===== src/rtl/tmr_bank_pkg.sv =====
package tmr_bank_pkg;
  localparam int TMR_N   = 4;
  localparam int BYTE_W  = 8;
  localparam int BUS_W   = TMR_N * BYTE_W;
  localparam int IDX_W   = $clog2(TMR_N);
  localparam int KIND_W  = 2;
  localparam int ADDR_W  = KIND_W + IDX_W;
  localparam int SIZE_W  = 2;
  localparam int CE_BIT  = 7;
  localparam int LD_BIT  = 6;
  localparam int RSV_HI  = 5;
  localparam int RSV_LO  = 2;
  localparam logic [1:0] CLK_INT   = 2'b00;
  localparam logic [1:0] CLK_CHAIN = 2'b11;

  typedef enum logic [KIND_W-1:0] {
    KIND_MODE = 2'd0,
    KIND_BASE = 2'd1,
    KIND_CNT  = 2'd2,
    KIND_NONE = 2'd3
  } reg_kind_e;

  typedef logic [BYTE_W-1:0] byte_t;

  // strobes from control to datapath for one access
  typedef struct packed {
    logic [TMR_N-1:0]             modeWe;
    logic [TMR_N-1:0]             baseWe;
    logic [TMR_N-1:0]             restart;
    logic [TMR_N-1:0][BYTE_W-1:0] wrByte;
  } tmr_strobe_t;
endpackage


===== src/rtl/tmr_bank_ctrl.sv =====
module tmr_bank_ctrl
  import tmr_bank_pkg::*;
(
  input  logic                           clk,
  input  logic                           rstN,
  input  logic                           wrEn,
  input  logic                           rdEn,
  input  logic [ADDR_W-1:0]              addr,
  input  logic [SIZE_W-1:0]              size,
  input  logic [BUS_W-1:0]               wdata,
  input  logic [TMR_N-1:0][BYTE_W-1:0]   modeQ,
  input  logic [TMR_N-1:0][BYTE_W-1:0]   baseQ,
  input  logic [TMR_N-1:0][BYTE_W-1:0]   cntQ,
  output logic [BUS_W-1:0]               rdata,
  output logic                           errPulse,
  output tmr_strobe_t                    strobe
);
  reg_kind_e                   kind;
  logic [IDX_W-1:0]            tIdx;
  int                          nBytes;
  logic                        sizeOk;
  logic [TMR_N-1:0]            sel;
  logic [TMR_N-1:0][BYTE_W-1:0] lane;
  logic [TMR_N-1:0][BYTE_W-1:0] modeNext;
  logic [TMR_N-1:0]            startV;
  logic [TMR_N-1:0]            restartV;
  logic                        modeBad;
  logic                        walk;
  logic                        accessBad;
  logic                        okWr;
  logic                        modeAcc;
  byte_t                       rdVal;

  // address decode and lane steering
  always_comb begin
    kind   = reg_kind_e'(addr[ADDR_W-1 -: KIND_W]);
    tIdx   = addr[IDX_W-1:0];
    nBytes = 1 << size;
    sizeOk = (size != SIZE_W'(3)) && (nBytes <= TMR_N) &&
             ((int'(tIdx) & (nBytes - 1)) == 0);
    sel  = '0;
    lane = '0;
    for (int j = 0; j < TMR_N; j++) begin
      int k;
      k = j - int'(tIdx);
      if (sizeOk && k >= 0 && k < nBytes) begin
        sel[j]  = 1'b1;
        lane[j] = BYTE_W'(wdata >> (BYTE_W * (nBytes - 1 - k)));
      end
    end
  end

  // mode legality, lead start detection, chain readiness
  always_comb begin
    modeAcc  = wrEn && (kind == KIND_MODE);
    modeNext = modeQ;
    modeBad  = 1'b0;
    startV   = '0;
    restartV = '0;
    walk     = 1'b0;
    for (int j = 0; j < TMR_N; j++) begin
      if (modeAcc && sel[j]) begin
        modeNext[j] = lane[j];
        if (lane[j][RSV_HI:RSV_LO] != '0) modeBad = 1'b1;
        if (lane[j][CE_BIT] && lane[j][LD_BIT]) modeBad = 1'b1;
        if (j == 0 && lane[j][1:0] == CLK_CHAIN) modeBad = 1'b1;
        if (lane[j][CE_BIT] && lane[j][1:0] == CLK_INT) startV[j] = 1'b1;
        if (!lane[j][CE_BIT]) restartV[j] = 1'b1;
      end
    end
    for (int j = 0; j < TMR_N; j++) begin
      if (startV[j]) begin
        restartV[j] = 1'b1;
        walk = 1'b1;
        for (int m = j + 1; m < TMR_N; m++) begin
          if (walk && modeNext[m][1:0] == CLK_CHAIN) begin
            if (!modeNext[m][CE_BIT]) modeBad = 1'b1;
            else restartV[m] = 1'b1;
          end else begin
            walk = 1'b0;
          end
        end
      end
    end
  end

  // access verdict and strobes
  always_comb begin
    accessBad = (wrEn || rdEn) &&
                ((kind == KIND_NONE) || !sizeOk ||
                 (wrEn && kind == KIND_CNT) ||
                 (modeAcc && modeBad));
    okWr = wrEn && !accessBad;
    strobe.modeWe  = (okWr && kind == KIND_MODE) ? sel : '0;
    strobe.baseWe  = (okWr && kind == KIND_BASE) ? sel : '0;
    strobe.restart = (okWr && kind == KIND_MODE) ? restartV : '0;
    strobe.wrByte  = lane;
  end

  // read mux
  always_comb begin
    rdata = '0;
    rdVal = '0;
    if (rdEn && !wrEn && !accessBad) begin
      for (int j = 0; j < TMR_N; j++) begin
        if (sel[j]) begin
          unique case (kind)
            KIND_MODE: rdVal = modeQ[j];
            KIND_BASE: rdVal = baseQ[j];
            KIND_CNT:  rdVal = cntQ[j];
            default:   rdVal = '0;
          endcase
          rdata = rdata | (BUS_W'(rdVal) << (BYTE_W * (nBytes - 1 - (j - int'(tIdx)))));
        end
      end
    end
  end

  always_ff @(posedge clk) begin
    if (!rstN) errPulse <= 1'b0;
    else       errPulse <= accessBad;
  end
endmodule


===== src/rtl/tmr_bank_dp.sv =====
module tmr_bank_dp
  import tmr_bank_pkg::*;
(
  input  logic                         clk,
  input  logic                         rstN,
  input  logic                         tick,
  input  tmr_strobe_t                  strobe,
  output logic [TMR_N-1:0][BYTE_W-1:0] modeQ,
  output logic [TMR_N-1:0][BYTE_W-1:0] baseQ,
  output logic [TMR_N-1:0][BYTE_W-1:0] cntQ,
  output logic [TMR_N-1:0]             uflow
);
  logic [TMR_N-1:0][BYTE_W-1:0] modeR, baseR, cntR;
  logic [TMR_N-1:0] uflowR;
  logic [TMR_N-1:0] isLead, link, isLast;
  logic [TMR_N-1:0] upZero, lowZero, leadGo, go, wrap;

  // chain topology from the stored modes
  always_comb begin
    for (int i = 0; i < TMR_N; i++) begin
      isLead[i] = modeR[i][CE_BIT] && (modeR[i][1:0] == CLK_INT);
      link[i]   = (i > 0) && modeR[i][CE_BIT] && (modeR[i][1:0] == CLK_CHAIN);
    end
    for (int i = 0; i < TMR_N; i++) begin
      isLast[i] = (i == TMR_N - 1) ? 1'b1 : !link[i+1];
    end
  end

  // zero detection above each byte within its chain
  always_comb begin
    upZero = '0;
    for (int i = TMR_N - 1; i >= 0; i--) begin
      if (i == TMR_N - 1) upZero[i] = 1'b1;
      else upZero[i] = link[i+1] ? ((cntR[i+1] == '0) && upZero[i+1]) : 1'b1;
    end
  end

  // borrow, run and wrap propagation from each lead upward
  always_comb begin
    leadGo  = '0;
    go      = '0;
    wrap    = '0;
    lowZero = '0;
    for (int i = 0; i < TMR_N; i++) begin
      leadGo[i] = isLead[i] && tick && !((cntR[i] == '0) && upZero[i]);
      if (i > 0 && link[i]) begin
        go[i]      = go[i-1];
        wrap[i]    = wrap[i-1];
        lowZero[i] = (cntR[i-1] == '0) && lowZero[i-1];
      end else begin
        go[i]      = leadGo[i];
        wrap[i]    = leadGo[i] && (cntR[i] == BYTE_W'(1)) && upZero[i];
        lowZero[i] = 1'b1;
      end
    end
  end

  always_ff @(posedge clk) begin
    if (!rstN) begin
      modeR  <= '0;
      baseR  <= '0;
      cntR   <= '0;
      uflowR <= '0;
    end else begin
      for (int i = 0; i < TMR_N; i++) begin
        if (strobe.modeWe[i]) modeR[i] <= strobe.wrByte[i];
        if (strobe.baseWe[i]) baseR[i] <= strobe.wrByte[i];
        if (strobe.restart[i])
          cntR[i] <= baseR[i];
        else if (strobe.baseWe[i] && !modeR[i][CE_BIT])
          cntR[i] <= strobe.wrByte[i];
        else if (wrap[i])
          cntR[i] <= baseR[i];
        else if (go[i] && lowZero[i])
          cntR[i] <= cntR[i] - BYTE_W'(1);
        uflowR[i] <= wrap[i] && isLast[i];
      end
    end
  end

  assign modeQ = modeR;
  assign baseQ = baseR;
  assign cntQ  = cntR;
  assign uflow = uflowR;
endmodule


===== src/rtl/tmr_bank.sv =====
module tmr_bank
  import tmr_bank_pkg::*;
(
  input  logic              clk,
  input  logic              rstN,
  input  logic              tick,
  input  logic              wrEn,
  input  logic              rdEn,
  input  logic [ADDR_W-1:0] addr,
  input  logic [SIZE_W-1:0] size,
  input  logic [BUS_W-1:0]  wdata,
  output logic [BUS_W-1:0]  rdata,
  output logic              errPulse,
  output logic [TMR_N-1:0]  uflow
);
  tmr_strobe_t                  strobe;
  logic [TMR_N-1:0][BYTE_W-1:0] modeQ, baseQ, cntQ;

  tmr_bank_ctrl ctrl_i (
    .clk(clk), .rstN(rstN), .wrEn(wrEn), .rdEn(rdEn), .addr(addr),
    .size(size), .wdata(wdata), .modeQ(modeQ), .baseQ(baseQ),
    .cntQ(cntQ), .rdata(rdata), .errPulse(errPulse), .strobe(strobe)
  );

  tmr_bank_dp dp_i (
    .clk(clk), .rstN(rstN), .tick(tick), .strobe(strobe),
    .modeQ(modeQ), .baseQ(baseQ), .cntQ(cntQ), .uflow(uflow)
  );
endmodule


===== config.mk =====
export PLATFORM = sky130hd
export DESIGN_NAME = tmr_bank
export DESIGN_NICKNAME = d
export VERILOG_FILES = /design/src/rtl/tmr_bank_pkg.sv /design/src/rtl/tmr_bank_ctrl.sv /design/src/rtl/tmr_bank_dp.sv /design/src/rtl/tmr_bank.sv
export SDC_FILE = /design/constraint.sdc
export NUM_CORES = 1
export LEC_CHECK = 0
export BUFFER_PORTS_ARGS = -buffer_cell sky130_fd_sc_hd__buf_2
export CORE_ASPECT_RATIO = 0.7
export CORE_UTILIZATION = 30
export CTS_BUF_LIST = sky130_fd_sc_hd__clkbuf_8
export CTS_CLUSTER_DIAMETER = 60
export DETAILED_ROUTE_END_ITERATION = 10
export SYNTH_ARGS = -nofsm -noshare
export SYNTH_HDL_FRONTEND = slang
export SYNTH_SLANG_ARGS = --single-unit
export TNS_END_PERCENT = 50

===== constraint.sdc =====
create_clock -name clk -period 11.4 [get_ports clk]
set_clock_uncertainty 0.15 [all_clocks]
set_input_delay 1.71 -clock clk [delete_from_list [all_inputs] [get_ports clk]]
set_output_delay 1.71 -clock clk [all_outputs]
set_load 0.1 [all_outputs]

==> results.md <==
- Worst voltage drop across the vdd grid: 0.0482 mV
- Number of global-route vias before repair: 9940
- PnR Total Power: 0.902 mW
- Arithmetic-cell share of the synthesized area counting full adders, half adders and majority gates: 0.0596
- Cts repair resizes: 0
- Gr usage total: 0.232
- Die extent in x: 217 µm
- CP startpoint kind: input port
- Layout cell share with drive strength beyond 1: 0.124
- Post-detailed-route count of antenna-violating nets: 0
- Mux contribution to synthesized area: 0.136
- Area enclosed by the die boundary: 33200 µm²
- DR vias: 10800
- Clock slew at the register clock pins of the worst setup and hold paths: 0.10 ns
- Leading area contributor after synthesis: sky130_fd_sc_hd__dfxtp_1
- Hold buffers post-CTS: 0
- Per-cell routed wire length: 22.4 µm
- Initial core utilization: 0.309
- Leakage: 3.93 nW
- Relative slew slack: 0.115
- Setup crit start: addr[1]
- F_max: 126 MHz
- Setup Total Neg Slack: 0 ns
- Post-CTS setup-driven buffer insertion count: 0
- Worst-case register-to-register setup slack: 7.56 ns
- CTS tree: yes
- XOR/XNOR Fraction of Synth Area: 0.0144
- Post-synthesis cell type count: 78
- Post-layout minimum cycle time: 7.97 ns
- Worst EP arrival: 6.11 ns
- Detailed-route DRC error count: 0
- DIE HEIGHT: 153 µm
- Routed wire length: 39200 µm
- Setup repair after global routing missed its margin: no
- Worst slack on hold paths: 0.312 ns
- Power spent charging and discharging nets: 0.342 mW
- Clock latency of the later-clocked register in the worst-skew pair: 0.42 ns
- Max cap viols: 0
- Clock sink total: 101
- Final Max Slew Viols: 0
- Placer's final routability congestion estimate: 0.968
- Last element of the critical path: rdata[6]
- Placeable core region: 31600 µm²
- Proportion of power drawn by the clock network: 0.282
- Critical path peak fanout: 14
- Number of standard cells after synthesis: 1297
- Switching part of the total power: 0.379
- Capture instance of the worst register-to-register path: dp_i.cntQ[25]
- Number of instances in the placed design: 1732
- Number of clock buffers inserted by TritonCTS: 9
- Deepest level of the CTS H-tree: 3
- Crit. End Element: output pin
- Ports: 80
- Initial antenna violation count: 1
- Internal power component: 0.560 mW
- Avg Synthesized Cell Area: 7.51 µm²
- Combinational family with the most area after synthesis: simple AND/OR/NAND/NOR gates
- # rows: 54
- Global-route wire length before repair: 59800 µm
- Simple-gate area share of the yosys netlist: 0.283
- Largest net degree at the start of global routing: 71
- Post-route non-filler standard cell count: 1748
- NumNets Final: 1410
- Seq cells post-synth: 101
- Detailed-route vias per instance: 6.15
- Number of cell instances on the worst register-to-register path: 9
- Share of synthesized registers carrying an async set or reset: 0
- Type of the worst min-delay path: reg2reg
- Share of synthesized area occupied by flip-flops and latches: 0.207
- Reg power frac: 0.397
- Total grt overflow: 0
- Number of hold violations in the final report: 0
- Post-synthesis instance area: 9740 µm²
- Diodes inserted: 0
- Top flip-flop cell by instance count after synthesis: sky130_fd_sc_hd__dfxtp_1
- CP required: 9.54 ns
- Period Utilization, post-route: 0.699
- Pwr per Cell Area: 84.6 nW/µm²
- Root Buffer Master: sky130_fd_sc_hd__clkbuf_8
- Count of endpoints failing setup in the final report: 0
- Buffers added on ports: 79
- Setup Crit Path Kind: in2out
- Outcome: finished, final reports clean
- First-iteration detailed-routing DRC count: 1360
- DRT Pass-1 Iters: 7
- Post-synthesis to final-layout area growth: 9.45%
- Number of warnings printed during yosys synthesis: 0
- Combinational share of power: 0.321
- Worst reg2reg path startpoint: dp_i.cntQ[20]
- Count of flip-flops with a built-in enable after synthesis: 0
- Synth top area share: 0.207
- Share of the synthesized area in compound gates (AO/OA/AOI/OAI): 0.254
- Transition time at the pin with the least slew margin: 1.32 ns
- CTS Buffer Depth: 2
- Half-perimeter wire length of the detailed placement result: 29900 µm
- Largest cells by area after synthesis: sky130_fd_sc_hd__dfxtp_1 (21%), sky130_fd_sc_hd__nor2_1 (7.9%), sky130_fd_sc_hd__mux2i_1 (7.1%)
[logic make-up (layout without fill, tap and decap cells)]
| family | count (synthesis) | after routing |
|---|---|---|
| AO/OA/AOI/OAI | 349 | 349 |
| buffers and inverters | 112 | 141 |
| adder cells (fa/ha/maj) | 44 | 44 |
| flip-flops | 101 | 101 |
| other | 1 | 3 |
| AND/OR/NAND/NOR | 572 | 572 |
| multiplexers | 102 | 102 |
| XOR/XNOR | 16 | 16 |
[routing by layer]
layer	vias up	routed length, µm	track usage
li1	4906	-	-
met1	5222	17800	0.331
met2	554	16600	0.346
met3	70	4010	0.0597
met4	0	817	0.0560
met5	-	0	0
[registers in the layout (all words and copies together) (netlist names)]
register         cells
dp_i.baseQ          32
ctrl_i.errPulse      1
dp_i.modeQ          32
dp_i.cntQ           32
dp_i.uflow           4
[per-stage QoR]
| stage | cell area (µm²) | util | worst slack [ns] |
|---|---|---|---|
| floorplan | 9750 | - | 3.59 |
| global placement | 10500 | 0.331 | 3.67 |
| detailed placement | 10500 | 0.331 | 3.58 |
| CTS | 10700 | 0.338 | 3.56 |
| global route | 10700 | 0.338 | 3.20 |
| finish | 10700 | 0.338 | 3.43 |
[worst max-delay path: stages]
cell and delay [ns]:
sky130_fd_sc_hd__buf_2 0.26, sky130_fd_sc_hd__inv_1 0.27, sky130_fd_sc_hd__ha_1 0.37, sky130_fd_sc_hd__inv_1 0.16, sky130_fd_sc_hd__ha_1 0.26, sky130_fd_sc_hd__nor2b_1 0.13, sky130_fd_sc_hd__o211ai_1 0.55, sky130_fd_sc_hd__nand4_1 0.32
sky130_fd_sc_hd__nor3b_1 1.12, sky130_fd_sc_hd__a222oi_1 0.31, sky130_fd_sc_hd__a21oi_1 0.19, sky130_fd_sc_hd__buf_2 0.44
[placed cells by master, fill, tap and decap left out, types with 39 or more instances in the layout]
cell / instances
sky130_fd_sc_hd__nand2_1: 116
sky130_fd_sc_hd__nor2_1: 205
sky130_fd_sc_hd__buf_2: 79
sky130_fd_sc_hd__o21ai_0: 40
sky130_fd_sc_hd__a21oi_1: 96
sky130_fd_sc_hd__nand3_1: 49
sky130_fd_sc_hd__mux2i_1: 69
sky130_fd_sc_hd__nor3_1: 44
sky130_fd_sc_hd__dfxtp_1: 101
sky130_fd_sc_hd__ha_1: 39
[final cells by class]
class / instances / area, µm²
Inverter: 34 / 128
Clock inverter: 6 / 68.8
Multi-Input combinational cell: 1086 / 7300
Sequential cell: 101 / 2020
Tap cell: 420 / 526
Fill cell: 3394 / 20900
Clock buffer: 10 / 138
Timing Repair Buffer: 91 / 485
[cell usage after synthesis (all sizes together) (33+ instances only)]
master / instances
nor2: 205
nand2: 116
dfxtp: 101
a21oi: 96
mux2i: 69
clkbuf: 61
nand3: 49
nor3: 44
o21ai: 43
ha: 40
a221oi: 37
inv: 33
[worst min-delay path by stage]
stage                     endpoint  slack [ns]  cells past startpoint            from
finish              dp_i.modeQ[30]        0.31                      2  dp_i.modeQ[30]
global placement    dp_i.modeQ[30]        0.30                      2  dp_i.modeQ[30]
CTS                  dp_i.cntQ[16]        0.31                      2  dp_i.baseQ[16]
detailed placement  dp_i.modeQ[11]        0.30                      1  dp_i.modeQ[11]
global route        dp_i.modeQ[20]        0.35                      1  dp_i.modeQ[20]
floorplan           dp_i.modeQ[10]        0.28                      1  dp_i.modeQ[10]
[power groups by stage]
| stage | sequential (mW) | clock [mW] | combinational (mW) |
|---|---|---|---|
| 5_1_grt | 0.358 | 0.271 | 0.303 |
| 2_1_floorplan | 0.367 | 0 | 0.184 |
| 3_3_place_gp | 0.366 | 0 | 0.277 |
| 3_5_place_dp | 0.366 | 0 | 0.279 |
| 6_report | 0.358 | 0.255 | 0.290 |
| 4_1_cts | 0.357 | 0.260 | 0.281 |
Note: power is estimated with default switching activity, not from simulation.
